File: config.mk
export PLATFORM = sky130hd
export DESIGN_NAME = xlate_window_unit
export DESIGN_NICKNAME = d
export VERILOG_FILES = /design/src/rtl/xwu_pkg.sv /design/src/rtl/xwu_win_regs.sv /design/src/rtl/xwu_win_match.sv /design/src/rtl/xwu_lookup.sv /design/src/rtl/xlate_window_unit.sv
export SDC_FILE = /design/constraint.sdc
export NUM_CORES = 2
export LEC_CHECK = 0
export BUFFER_PORTS_ARGS = -buffer_cell sky130_fd_sc_hd__buf_2
export CORE_MARGIN = 5
export CORE_UTILIZATION = 45
export DETAILED_ROUTE_END_ITERATION = 16
export GPL_TIMING_DRIVEN = 0
export SLEW_MARGIN = 15
export SYNTH_ARGS = -nofsm -noshare
export SYNTH_HDL_FRONTEND = slang
export SYNTH_HIERARCHICAL = 1
export SYNTH_SLANG_ARGS = --single-unit
File: constraint.sdc
create_clock -name clk -period 7.9 [get_ports clk]
set_input_delay 1.58 -clock clk [delete_from_list [all_inputs] [get_ports clk]]
set_output_delay 1.58 -clock clk [all_outputs]
set_load 0.005 [all_outputs]
File: src/rtl/xwu_pkg.sv
package xwu_pkg;

   // Page granularity of base and translation fields
   localparam int PAGE_SHIFT = 12;
   localparam int SIZE_CODE_W = 6;
   localparam int ENABLE_BIT = 31;

   // Field offsets inside a 32-byte window group
   localparam logic [4:0] FLD_TRANS = 5'h00;
   localparam logic [4:0] FLD_OB_EXT = 5'h04;
   localparam logic [4:0] FLD_BASE = 5'h08;
   localparam logic [4:0] FLD_IB_EXT = 5'h0C;
   localparam logic [4:0] FLD_ATTR = 5'h10;

   // Address-bit patterns of the register groups
   localparam logic [3:0] OB_PAGE_NIB = 4'hC;
   localparam logic [3:0] IB_PAGE_NIB = 4'hD;
   localparam logic [6:0] SPARE_GROUP = 7'h71;   // offset 0xE20 >> 5

   typedef struct packed {
      logic [31:0] trans;
      logic [31:0] ext;
      logic [31:0] base;
      logic [31:0] attr;
   } win_regs_t;

endpackage

File: src/rtl/xwu_win_regs.sv
module xwu_win_regs
   import xwu_pkg::*;
#(
   parameter logic [4:0] EXT_FLD = FLD_OB_EXT
) (
   input  logic             clk,
   input  logic             rst_n,
   input  logic             we,
   input  logic [4:0]       fld,
   input  logic [31:0]      wdata,
   output win_regs_t        q
);

   always_ff @(posedge clk) begin
      if (!rst_n) begin
         q <= '0;
      end else if (we) begin
         if (fld == FLD_TRANS) q.trans <= wdata;
         if (fld == EXT_FLD)   q.ext   <= wdata;
         if (fld == FLD_BASE)  q.base  <= wdata;
         if (fld == FLD_ATTR)  q.attr  <= wdata;
      end
   end

endmodule

File: src/rtl/xwu_win_match.sv
module xwu_win_match
   import xwu_pkg::*;
#(
   parameter int ADDR_W = 32,
   localparam int PG_W = ADDR_W - PAGE_SHIFT
) (
   input  logic                   en,
   input  logic [SIZE_CODE_W-1:0] code,
   input  logic [PG_W-1:0]        base_pg,
   input  logic [PG_W-1:0]        trans_pg,
   input  logic [ADDR_W-1:0]      addr,
   output logic                   hit,
   output logic [ADDR_W-1:0]      xaddr
);

   logic [ADDR_W-1:0] base_b;
   logic [ADDR_W-1:0] trans_b;
   logic [ADDR_W:0]   diff;
   logic [ADDR_W-1:0] off;
   logic [SIZE_CODE_W:0] keep_bits;
   logic              in_size;

   assign base_b  = {base_pg, {PAGE_SHIFT{1'b0}}};
   assign trans_b = {trans_pg, {PAGE_SHIFT{1'b0}}};
   assign diff    = {1'b0, addr} - {1'b0, base_b};
   assign off     = diff[ADDR_W-1:0];
   assign keep_bits = {1'b0, code} + 7'd1;

   always_comb begin
      if (int'(code) >= ADDR_W - 1) in_size = 1'b1;
      else                          in_size = ((off >> keep_bits) == '0);
   end

   assign hit   = en && !diff[ADDR_W] && in_size;
   assign xaddr = trans_b + off;

endmodule

File: src/rtl/xwu_lookup.sv
module xwu_lookup
   import xwu_pkg::*;
#(
   parameter int N = 4,
   parameter int ADDR_W = 32,
   localparam int PG_W = ADDR_W - PAGE_SHIFT
) (
   input  logic [N-1:0]                  en,
   input  logic [N-1:0][SIZE_CODE_W-1:0] code,
   input  logic [N-1:0][PG_W-1:0]        base_pg,
   input  logic [N-1:0][PG_W-1:0]        trans_pg,
   input  logic [ADDR_W-1:0]             addr,
   output logic                          hit,
   output logic [ADDR_W-1:0]             xaddr
);

   logic [N-1:0]             win_hit;
   logic [N-1:0][ADDR_W-1:0] win_x;

   for (genvar w = 0; w < N; w++) begin : g_win
      xwu_win_match #(.ADDR_W(ADDR_W)) u_match (
         .en      (en[w]),
         .code    (code[w]),
         .base_pg (base_pg[w]),
         .trans_pg(trans_pg[w]),
         .addr    (addr),
         .hit     (win_hit[w]),
         .xaddr   (win_x[w])
      );
   end

   // Lowest-numbered matching window wins: scan from the top down
   always_comb begin
      hit   = 1'b0;
      xaddr = '0;
      for (int i = N - 1; i >= 0; i--) begin
         if (win_hit[i]) begin
            hit   = 1'b1;
            xaddr = win_x[i];
         end
      end
   end

endmodule

File: src/rtl/xlate_window_unit.sv
module xlate_window_unit
   import xwu_pkg::*;
#(
   parameter int N_OUT = 4,
   parameter int N_IN = 3,
   parameter int ADDR_W = 32
) (
   input  logic              clk,
   input  logic              rst_n,
   input  logic              reg_wr,
   input  logic [11:0]       reg_addr,
   input  logic [31:0]       reg_wdata,
   output logic [31:0]       reg_rdata,
   input  logic [ADDR_W-1:0] ob_addr,
   output logic              ob_hit,
   output logic [ADDR_W-1:0] ob_xaddr,
   input  logic [ADDR_W-1:0] ib_addr,
   output logic              ib_hit,
   output logic [ADDR_W-1:0] ib_xaddr
);

   localparam int PG_W = ADDR_W - PAGE_SHIFT;
   localparam int OB_IW = (N_OUT > 1) ? $clog2(N_OUT) : 1;
   localparam int IB_IW = (N_IN > 1) ? $clog2(N_IN) : 1;

   initial begin : p_param_check
      assert (N_OUT >= 1 && N_OUT <= 4) else $fatal(1, "N_OUT must be 1..4");
      assert (N_IN >= 1 && N_IN <= 3) else $fatal(1, "N_IN must be 1..3");
      assert (ADDR_W > PAGE_SHIFT && ADDR_W <= 32 + PAGE_SHIFT)
         else $fatal(1, "ADDR_W out of range");
   end

   // ---------------- decode ----------------
   logic [4:0]       fld;
   logic [2:0]       ob_slot;
   logic [1:0]       ib_slot;
   logic [OB_IW-1:0] ob_idx;
   logic [IB_IW-1:0] ib_idx;
   logic             ob_grp, ib_grp, spare_sel;

   assign fld     = reg_addr[4:0];
   assign ob_slot = reg_addr[7:5];
   assign ib_slot = reg_addr[6:5];
   assign ob_idx  = OB_IW'(ob_slot - 3'd1);
   assign ib_idx  = IB_IW'(ib_slot - 2'd1);

   assign ob_grp = (reg_addr[11:8] == OB_PAGE_NIB) && (ob_slot != 3'd0)
                   && (int'(ob_slot) <= N_OUT);
   assign ib_grp = (reg_addr[11:8] == IB_PAGE_NIB) && reg_addr[7]
                   && (ib_slot != 2'd0) && (int'(ib_slot) <= N_IN);
   assign spare_sel = (reg_addr[11:5] == SPARE_GROUP);

   // ---------------- storage ----------------
   win_regs_t   ob_q [N_OUT];
   win_regs_t   ib_q [N_IN];
   logic [31:0] timer_q;

   logic [N_OUT-1:0]                  ob_en;
   logic [N_OUT-1:0][SIZE_CODE_W-1:0] ob_code;
   logic [N_OUT-1:0][PG_W-1:0]        ob_base_pg, ob_trans_pg;
   logic [N_IN-1:0]                   ib_en;
   logic [N_IN-1:0][SIZE_CODE_W-1:0]  ib_code;
   logic [N_IN-1:0][PG_W-1:0]         ib_base_pg, ib_trans_pg;

   for (genvar k = 0; k < N_OUT; k++) begin : g_ob
      xwu_win_regs #(.EXT_FLD(FLD_OB_EXT)) u_regs (
         .clk  (clk),
         .rst_n(rst_n),
         .we   (reg_wr && ob_grp && (int'(ob_idx) == k)),
         .fld  (fld),
         .wdata(reg_wdata),
         .q    (ob_q[k])
      );
      assign ob_en[k]       = ob_q[k].attr[ENABLE_BIT];
      assign ob_code[k]     = ob_q[k].attr[SIZE_CODE_W-1:0];
      assign ob_base_pg[k]  = ob_q[k].base[PG_W-1:0];
      assign ob_trans_pg[k] = ob_q[k].trans[PG_W-1:0];
   end

   for (genvar k = 0; k < N_IN; k++) begin : g_ib
      xwu_win_regs #(.EXT_FLD(FLD_IB_EXT)) u_regs (
         .clk  (clk),
         .rst_n(rst_n),
         .we   (reg_wr && ib_grp && (int'(ib_idx) == k)),
         .fld  (fld),
         .wdata(reg_wdata),
         .q    (ib_q[k])
      );
      assign ib_en[k]       = ib_q[k].attr[ENABLE_BIT];
      assign ib_code[k]     = ib_q[k].attr[SIZE_CODE_W-1:0];
      assign ib_base_pg[k]  = ib_q[k].base[PG_W-1:0];
      assign ib_trans_pg[k] = ib_q[k].trans[PG_W-1:0];
   end

   always_ff @(posedge clk) begin
      if (!rst_n)                   timer_q <= '0;
      else if (reg_wr && spare_sel) timer_q <= reg_wdata;
   end

   // ---------------- read mux ----------------
   always_comb begin
      reg_rdata = '0;
      if (ob_grp) begin
         unique case (fld)
            FLD_TRANS:  reg_rdata = ob_q[ob_idx].trans;
            FLD_OB_EXT: reg_rdata = ob_q[ob_idx].ext;
            FLD_BASE:   reg_rdata = ob_q[ob_idx].base;
            FLD_ATTR:   reg_rdata = ob_q[ob_idx].attr;
            default:    reg_rdata = '0;
         endcase
      end else if (ib_grp) begin
         unique case (fld)
            FLD_TRANS:  reg_rdata = ib_q[ib_idx].trans;
            FLD_BASE:   reg_rdata = ib_q[ib_idx].base;
            FLD_IB_EXT: reg_rdata = ib_q[ib_idx].ext;
            FLD_ATTR:   reg_rdata = ib_q[ib_idx].attr;
            default:    reg_rdata = '0;
         endcase
      end else if (spare_sel) begin
         reg_rdata = timer_q;
      end
   end

   // ---------------- lookups ----------------
   xwu_lookup #(.N(N_OUT), .ADDR_W(ADDR_W)) u_ob_lookup (
      .en      (ob_en),
      .code    (ob_code),
      .base_pg (ob_base_pg),
      .trans_pg(ob_trans_pg),
      .addr    (ob_addr),
      .hit     (ob_hit),
      .xaddr   (ob_xaddr)
   );

   xwu_lookup #(.N(N_IN), .ADDR_W(ADDR_W)) u_ib_lookup (
      .en      (ib_en),
      .code    (ib_code),
      .base_pg (ib_base_pg),
      .trans_pg(ib_trans_pg),
      .addr    (ib_addr),
      .hit     (ib_hit),
      .xaddr   (ib_xaddr)
   );

endmodule

==> After elaboration in Yosys (flattened, before gate mapping) <==
Index checks and enable logic that the tools add are counted.
{ "totals": {"ramBits": 0, "output_inout_bits": 98, "ff_bits": 928, "mem_bits_ro": 0, "latchBits": 0, "n_memories": 0, "elab_cells": 190, "input_bits": 111} }
{ "op_classes": {"eq_ne": 12, "div": 0, "bitwise": 2, "muxes": 32, "multipliers": 0, "reduce_logical": 75, "add_sub_neg": 23, "magnitude_cmp": 10, "shift": 7} }
{ "op_table": {"columns": ["op", "count"], "rows": [
  ["$bmux W128 S2", 2],
  ["$mux W128", 4],
  ["$mux W32", 10],
  ["$pmux W32 S4", 2],
  ["$sub A32 B32 Y33", 7],
  ["$add A32 B32 Y32", 7],
  ["$logic_not A32 Y1", 7],
  ["$shr A32 B7 Y32", 7],
  ["$reduce_and A2 Y1", 28],
  ["$add A6 B1 Y7 const B", 7],
  ["$ge A6 B5 Y1 const B", 7],
  ["$logic_and A1 B1 Y1", 28],
  ["$mux W1", 14],
  ["$eq A5 B4 Y1 const B", 2],
  ["$eq A2 B2 Y1 const B", 4],
  ["$eq A4 B4 Y1 const B", 2],
  ["$eq A7 B7 Y1 const B", 1],
  ["$logic_not A1 Y1", 7],
  ["$ge A3 B3 Y1 const B", 2],
  ["$not A2 Y3", 2],
  ["$eq A5 B3 Y1 const B", 1],
  ["$eq A5 B5 Y1 const B", 1],
  ["$logic_not A5 Y1", 1],
  ["$logic_not A2 Y1", 2],
  ["other kinds (5)", 6]
]} }

==> Longest topological paths before layout <==
{ "logic_depth": {"word_depth": 9, "depth_mapped": 21, "mapped_depth_nobuf": 21} }

==> Cells and area by module <==
Netlist, hierarchy kept.
{ "modules_own_cells": {"columns": ["mod", "cells_per_inst", "instances", "seq_area_each_um2", "area_per_inst_um2"], "rows": [
  ["xwu_win_match (u_ib_lookup.g_win[0].u_match ...)", 466, 6, 0.0, 3240.6],
  ["xwu_win_regs (g_ob[0].u_regs ...)", 455, 4, 2562.5, 4712.0],
  ["xwu_win_regs (g_ib[0].u_regs ...)", 456, 3, 2562.5, 4744.6],
  ["xlate_window_unit", 922, 1, 640.6, 8816.0],
  ["xwu_win_match (u_ob_lookup.g_win[3].u_match)", 413, 1, 0.0, 2824.0],
  ["xwu_lookup (u_ib_lookup)", 147, 1, 0.0, 910.9],
  ["xwu_lookup (u_ob_lookup)", 121, 1, 0.0, 797.0]
]} }

==> Worst setup path after synthesis <==
OpenSTA, ideal clock, no wires.
{ "synth_timing": {"path_type": "input to output", "startpoint": "input ob_addr[12]", "endpoint": "output ob_xaddr[2]", "path_buffers": 1, "required_ns": 6.320, "stages": 19, "setup_slack_ns": 1.210, "arrival_time_ns": 5.110, "path_cell_list": "inv_1 -> ha_1 -> inv_1 -> fa_1 -> a21oi_1 -> o221a_2 -> xnor2_1 -> and2_1 -> a211oi_1 -> a21oi_1 -> or4_1 -> a2111oi_0 -> o211ai_1 -> nor4_1 -> o21a_1 -> nor2b_4 -> buf_8 -> a22oi_1 -> a21oi_1"} }
{ "synth_via": {"elab_chain_cells": 9, "word_cells_on_any_way": 32, "classes_between": "4 x add/sub; 4 x shift; 8 x mux; 16 x reduce/logical"} }
{ "synth_rtl": {"columns": ["item", "line_no", "rtl"], "rows": [
  ["from (decl)", "xlate_window_unit.sv:14", "input logic [ADDR_W-1:0] ob_addr,"],
  ["$sub A32 B32 Y33 *", "xwu_win_match.sv:25", "assign diff = {1'b0, addr} - {1'b0, base_b};"],
  ["$shr A32 B7 Y32", "xwu_win_match.sv:31", "else in_size = ((off >> keep_bits) == '0);"],
  ["$logic_not A32 Y1", "xwu_win_match.sv:31", null],
  ["$mux W1", "xwu_win_match.sv:30", "if (int'(code) >= ADDR_W - 1) in_size = 1'b1;"],
  ["$logic_and A1 B1 Y1 *", "xwu_win_match.sv:34", "assign hit = en && !diff[ADDR_W] && in_size;"],
  ["named net u_ob_lookup.win_hit[3]", "xwu_lookup.sv:17", "logic [N-1:0] win_hit;"],
  ["$mux W32 * (4 in a row)", "xwu_lookup.sv:37", "if (win_hit[i]) begin"],
  ["to (decl)", "xlate_window_unit.sv:16", "output logic [ADDR_W-1:0] ob_xaddr,"]
]} }
Mark *: on every way through the listed nets, which the timed path passes. The rest lies on a longest branch.

==> Final worst setup path <==
{ "layout_timing": {"startpoint": "input reg_addr[5]", "endpoint": "output reg_rdata[13]"} }
{ "layout_via": {"elab_chain_cells": 8, "word_cells_on_any_way": 22, "classes_between": "2 x add/sub; 1 x order compare; 1 x eq/ne; 11 x mux; 2 x bitwise; 5 x reduce/logical"} }
{ "layout_rtl": {"columns": ["item", "line_no", "rtl"], "rows": [
  ["from (decl)", "xlate_window_unit.sv:11", "input logic [11:0] reg_addr,"],
  ["$sub A2 B1 Y2", "xlate_window_unit.sv:44, xlate_window_unit.sv:45", null],
  ["$not A2 Y3 (implied by the code)", null, null],
  ["$bmux W128 S2", null, null],
  ["$mux W128 (implied by the code) (2 in a row)", "xlate_window_unit.sv:116", "FLD_ATTR: reg_rdata = ib_q[ib_idx].attr;"],
  ["$pmux W32 S4", "xlate_window_unit.sv:112", "unique case (fld)"],
  ["$mux W32", "xlate_window_unit.sv:111", "end else if (ib_grp) begin"],
  ["$mux W32 *", "xlate_window_unit.sv:103", "if (ob_grp) begin"],
  ["to (decl)", "xlate_window_unit.sv:13", "output logic [31:0] reg_rdata,"]
]} }
Every way passes the cells marked *; elsewhere a longest branch is shown, timed or not. The select of a mux whose other input is x is not followed.

==> results.md <==
- Outcome: complete, but fails checks
- Failing checks: negative setup slack
- Max-slew headroom: under 10%
- # setup viols final: 1
- WHS Endpoint: timer_q[12]
- Sequential element share of the synthesized area: between 20% and 30%
- Synth cell types: 100
- Top cell by count, worst path: buf_2
- Fmax: 126 MHz
- Crit-path cells: buf_2 -> buf_6 -> buf_6 -> buf_6 -> inv_2 -> ha_1 -> buf_2 -> buf_2 -> clkbuf_1 -> mux4_2 -> a22o_1 -> o21ai_1 -> nand3_1 -> buf_2
- First-pass GRT wire length: 422000 um
- Vias in the first global route: 59.4k
- Worst hold path cell count: 2
- Layout cells sized above 1: between 10% and 20%
- Largest net degree at the start of global routing: 28
- Hold_buf cts: 0
- Post-route cell area: 73000 um^2
- Share of the synthesized area in the top cell type: 28.2%
- Slew @ Worst Pin: ~1.4 ns
- RR Endpoint: g_ob[1].u_regs/q[3]
- Vias per cell: 6.41
- Worst setup EP type: primary output
- Placed inst area: 69300 um^2
- WS Path Type: input pin to primary output
- Clk_skew: 0 ns
- Die X-Extent: between 300 and 400 um
- Grt ovf: 0
- GP Congestion: a little over 1
- Post-Syn Nets: ~8.0k
- Syn_area_per_cell: 8.68 um^2
- Slowest-stage cell, CP: clkbuf_1
- Clock H-tree levels: 3
- Worst R2R Path Depth: 2
- Drt pass-1 iters: 9
- Multi-input gate area: 42900 um^2
- CTS tree: done
- DR WL/cell: between 30 and 40 um
- Primary FF master, synth: dfxtp_1
- Hold Crit Start: timer_q[12]
- Dpl hpwl: 233000 um
- Commonest non-fill, non-tap cell in the layout: nand2_1
- CTS root buffer: clkbuf_16
- CP Data Required Time: about 6.3 ns
- Largest cells by area after synthesis: dfxtp_1, mux2i_1, nand2_1
- CTS buffer count: 94
- Async SR Flop Fraction: 0%
- Port Buf Inserts: about 210
- Cells after synthesis: ~7.6k
- WP data arrival: ~6.4 ns
- Synth area leader: dfxtp_1
- Critical-path maximum fanout: 10
- Die Y: roughly 390 um
- Final WL: about 300000 um
- Final hold viol count: 0
- Setup TNS Final: -0.0331 ns
- Clk slew on worst S/H paths: approximately 0.060 ns
- Slew Viols, Final: 0
- Crit share post-route: 100%
- Starting Density: between 40% and 50%
- Core area: ~150000 um^2
- # DRC: 0
- Sequential cell area: ~19000 um^2
- Maximum vdd drop: around 170 uV
- Skew-Pair Late Insertion Delay: between 0.7 and 0.8 ns
- PnR worst setup slack: -0.0331 ns
- All-Layer GR Usage: 37.3%
- Die area: roughly 150000 um^2
- FP Rows: 140
- I/O pins: between 200 and 250
- PwrDens: ~150 nW/um^2
- Clk sinks: ~930
- Leakage: around 31 nW
- Most frequent cells in the layout: nand2_1, mux2i_1, dfxtp_1
- EDFF count, synth: 0
- HP Class: flip-flop to flip-flop
- Final core occ: between 50% and 60%
- Mapped cell area: 65900 um^2
- Max clock buf depth: 3
- Remaining antenna violation count: 0
- Synth Register Bits: slightly above 900
- RSZ-0062 raised after global routing: yes
- Worst R2R Start: g_ob[1].u_regs/q[3]
- Min cycle time layout: just under 8 ns
- Final #Nets: 8306
- Fillers: about 14k
- CP max stage delay: ~0.8 ns
- Antenna violations before repair: 11
- Detailed-route via count: 63.4k
- Max-cap viol count: 0
- Critical Path Start Type: input pin
- Synthesis warning total: 6
- Reg2reg setup slack: between 6 and 7 ns
- Area Growth Syn to Fin: 10.8%
- DRT iter0 DRCs: roughly 8k
==> registers in the layout, indices dropped and copies added, names as in the netlist <==
register and count:
g_ob.u_regs/q 512, timer_q 32, g_ib.u_regs/q 384
==> stage by stage <==
| step | cells | hold WS [ns] | total power, mW | setup slack [ns] |
|---|---|---|---|---|
| finish | 9902 | 0.452 | 11.1 | -0.0331 |
| global route | 9898 | 0.467 | 11.4 | -0.0858 |
| CTS | 9885 | 0.453 | 11.1 | 0.00823 |
| detailed placement | 9710 | 0.443 | 6.52 | -0.303 |
| global placement | 9710 | 0.438 | 6.51 | -0.300 |
| floorplan | 7587 | 0.431 | 5.88 | 1.21 |
==> what timing repair did <==
item | in CTS | in global routing
pin swaps | 3 | 19
cloned | 0 | 0
setup buffers | 4 | 11
endpoints found under the setup margin | 33 | 38
resized for setup | 13 | 60
==> report_power, final <==
group	leakage, nW	internal (mW)	total (mW)	switching, mW
combinational	21.9	0.575	1.85	1.27
clock	1.55	2.59	4.62	2.03
sequential	7.47	4.68	4.68	0.000626
==> layer usage <==
metal | share of wire [%] | vias to the layer above | track usage (%)
li1 | - | 28056 | -
met1 | 39 | 30760 | 46.8
met2 | 43 | 3784 | 57.0
met3 | 10 | 835 | 9.52
met4 | 8.0 | 2 | 24.2
met5 | 0.0043 | - | 0
==> synth_stat cells, drive strengths merged (25+ instances only) <==
cell type	instances
xnor2	133
clkbuf	199
mux2	123
o21ai	238
dfxtp	928
nor2	268
xor2	64
nor4	36
nand3b	60
mux4	176
or2	26
inv	281
o211ai	55
buf	396
a211o	25
a21o	103
and2	34
nand4	26
nand2	1418
ha	278
nor3b	28
a21oi	340
nand3	156
nand2b	49
a21boi	45
o21a	27
a22oi	177
mux2i	944
a22o	64
nor3	127
a31o	36
a31oi	69
a211oi	91
nor2b	91
o22ai	111
a311oi	26
and3	48
==> area by class of cell <==
class | count | share of cell area, %
Multi-Input combinational cell | 5777 | 58.8
Sequential cell | 928 | 25.5
Buffer | 594 | 5.06
Clock buffer | 133 | 3.70
Tap cell | 1917 | 3.29
Timing Repair Buffer | 221 | 1.57
Inverter | 287 | 1.48
Clock inverter | 38 | 0.574
Antenna cell | 7 | 0.0240
==> worst max-delay path by stage <==
stage / from / to / slack [ns] / cells after the start
after global placement: ob_addr[12] / ob_xaddr[31] / -0.30 / 22
after global routing: ob_addr[12] / ob_xaddr[31] / -0.09 / 23
after detailed placement: ob_addr[12] / ob_xaddr[31] / -0.30 / 22
final: reg_addr[5] / reg_rdata[13] / -0.03 / 14
after CTS: ob_addr[16] / ob_xaddr[30] / 0.008 / 17
after floorplan: ob_addr[12] / ob_xaddr[2] / 1.21 / 19
==> kinds of logic after synthesis <==
kind of cell,synth area share [%]
AO/OA/AOI/OAI,16.8
XOR/XNOR,2.62
adder cells (fa/ha/maj),5.72
buffers and inverters,7.24
flip-flops,28.2
multiplexers,22.5
AND/OR/NAND/NOR,17.0
==> critical path: cells and delay by family <==
family,cells,cell delay [ns]
fa+ha+maj,1,0.31
mux,1,0.48
simple gates,1,0.49
compound gates,2,0.83
buf+inv,9,2.61
No activity file was read; power rests on OpenSTA's default activity.
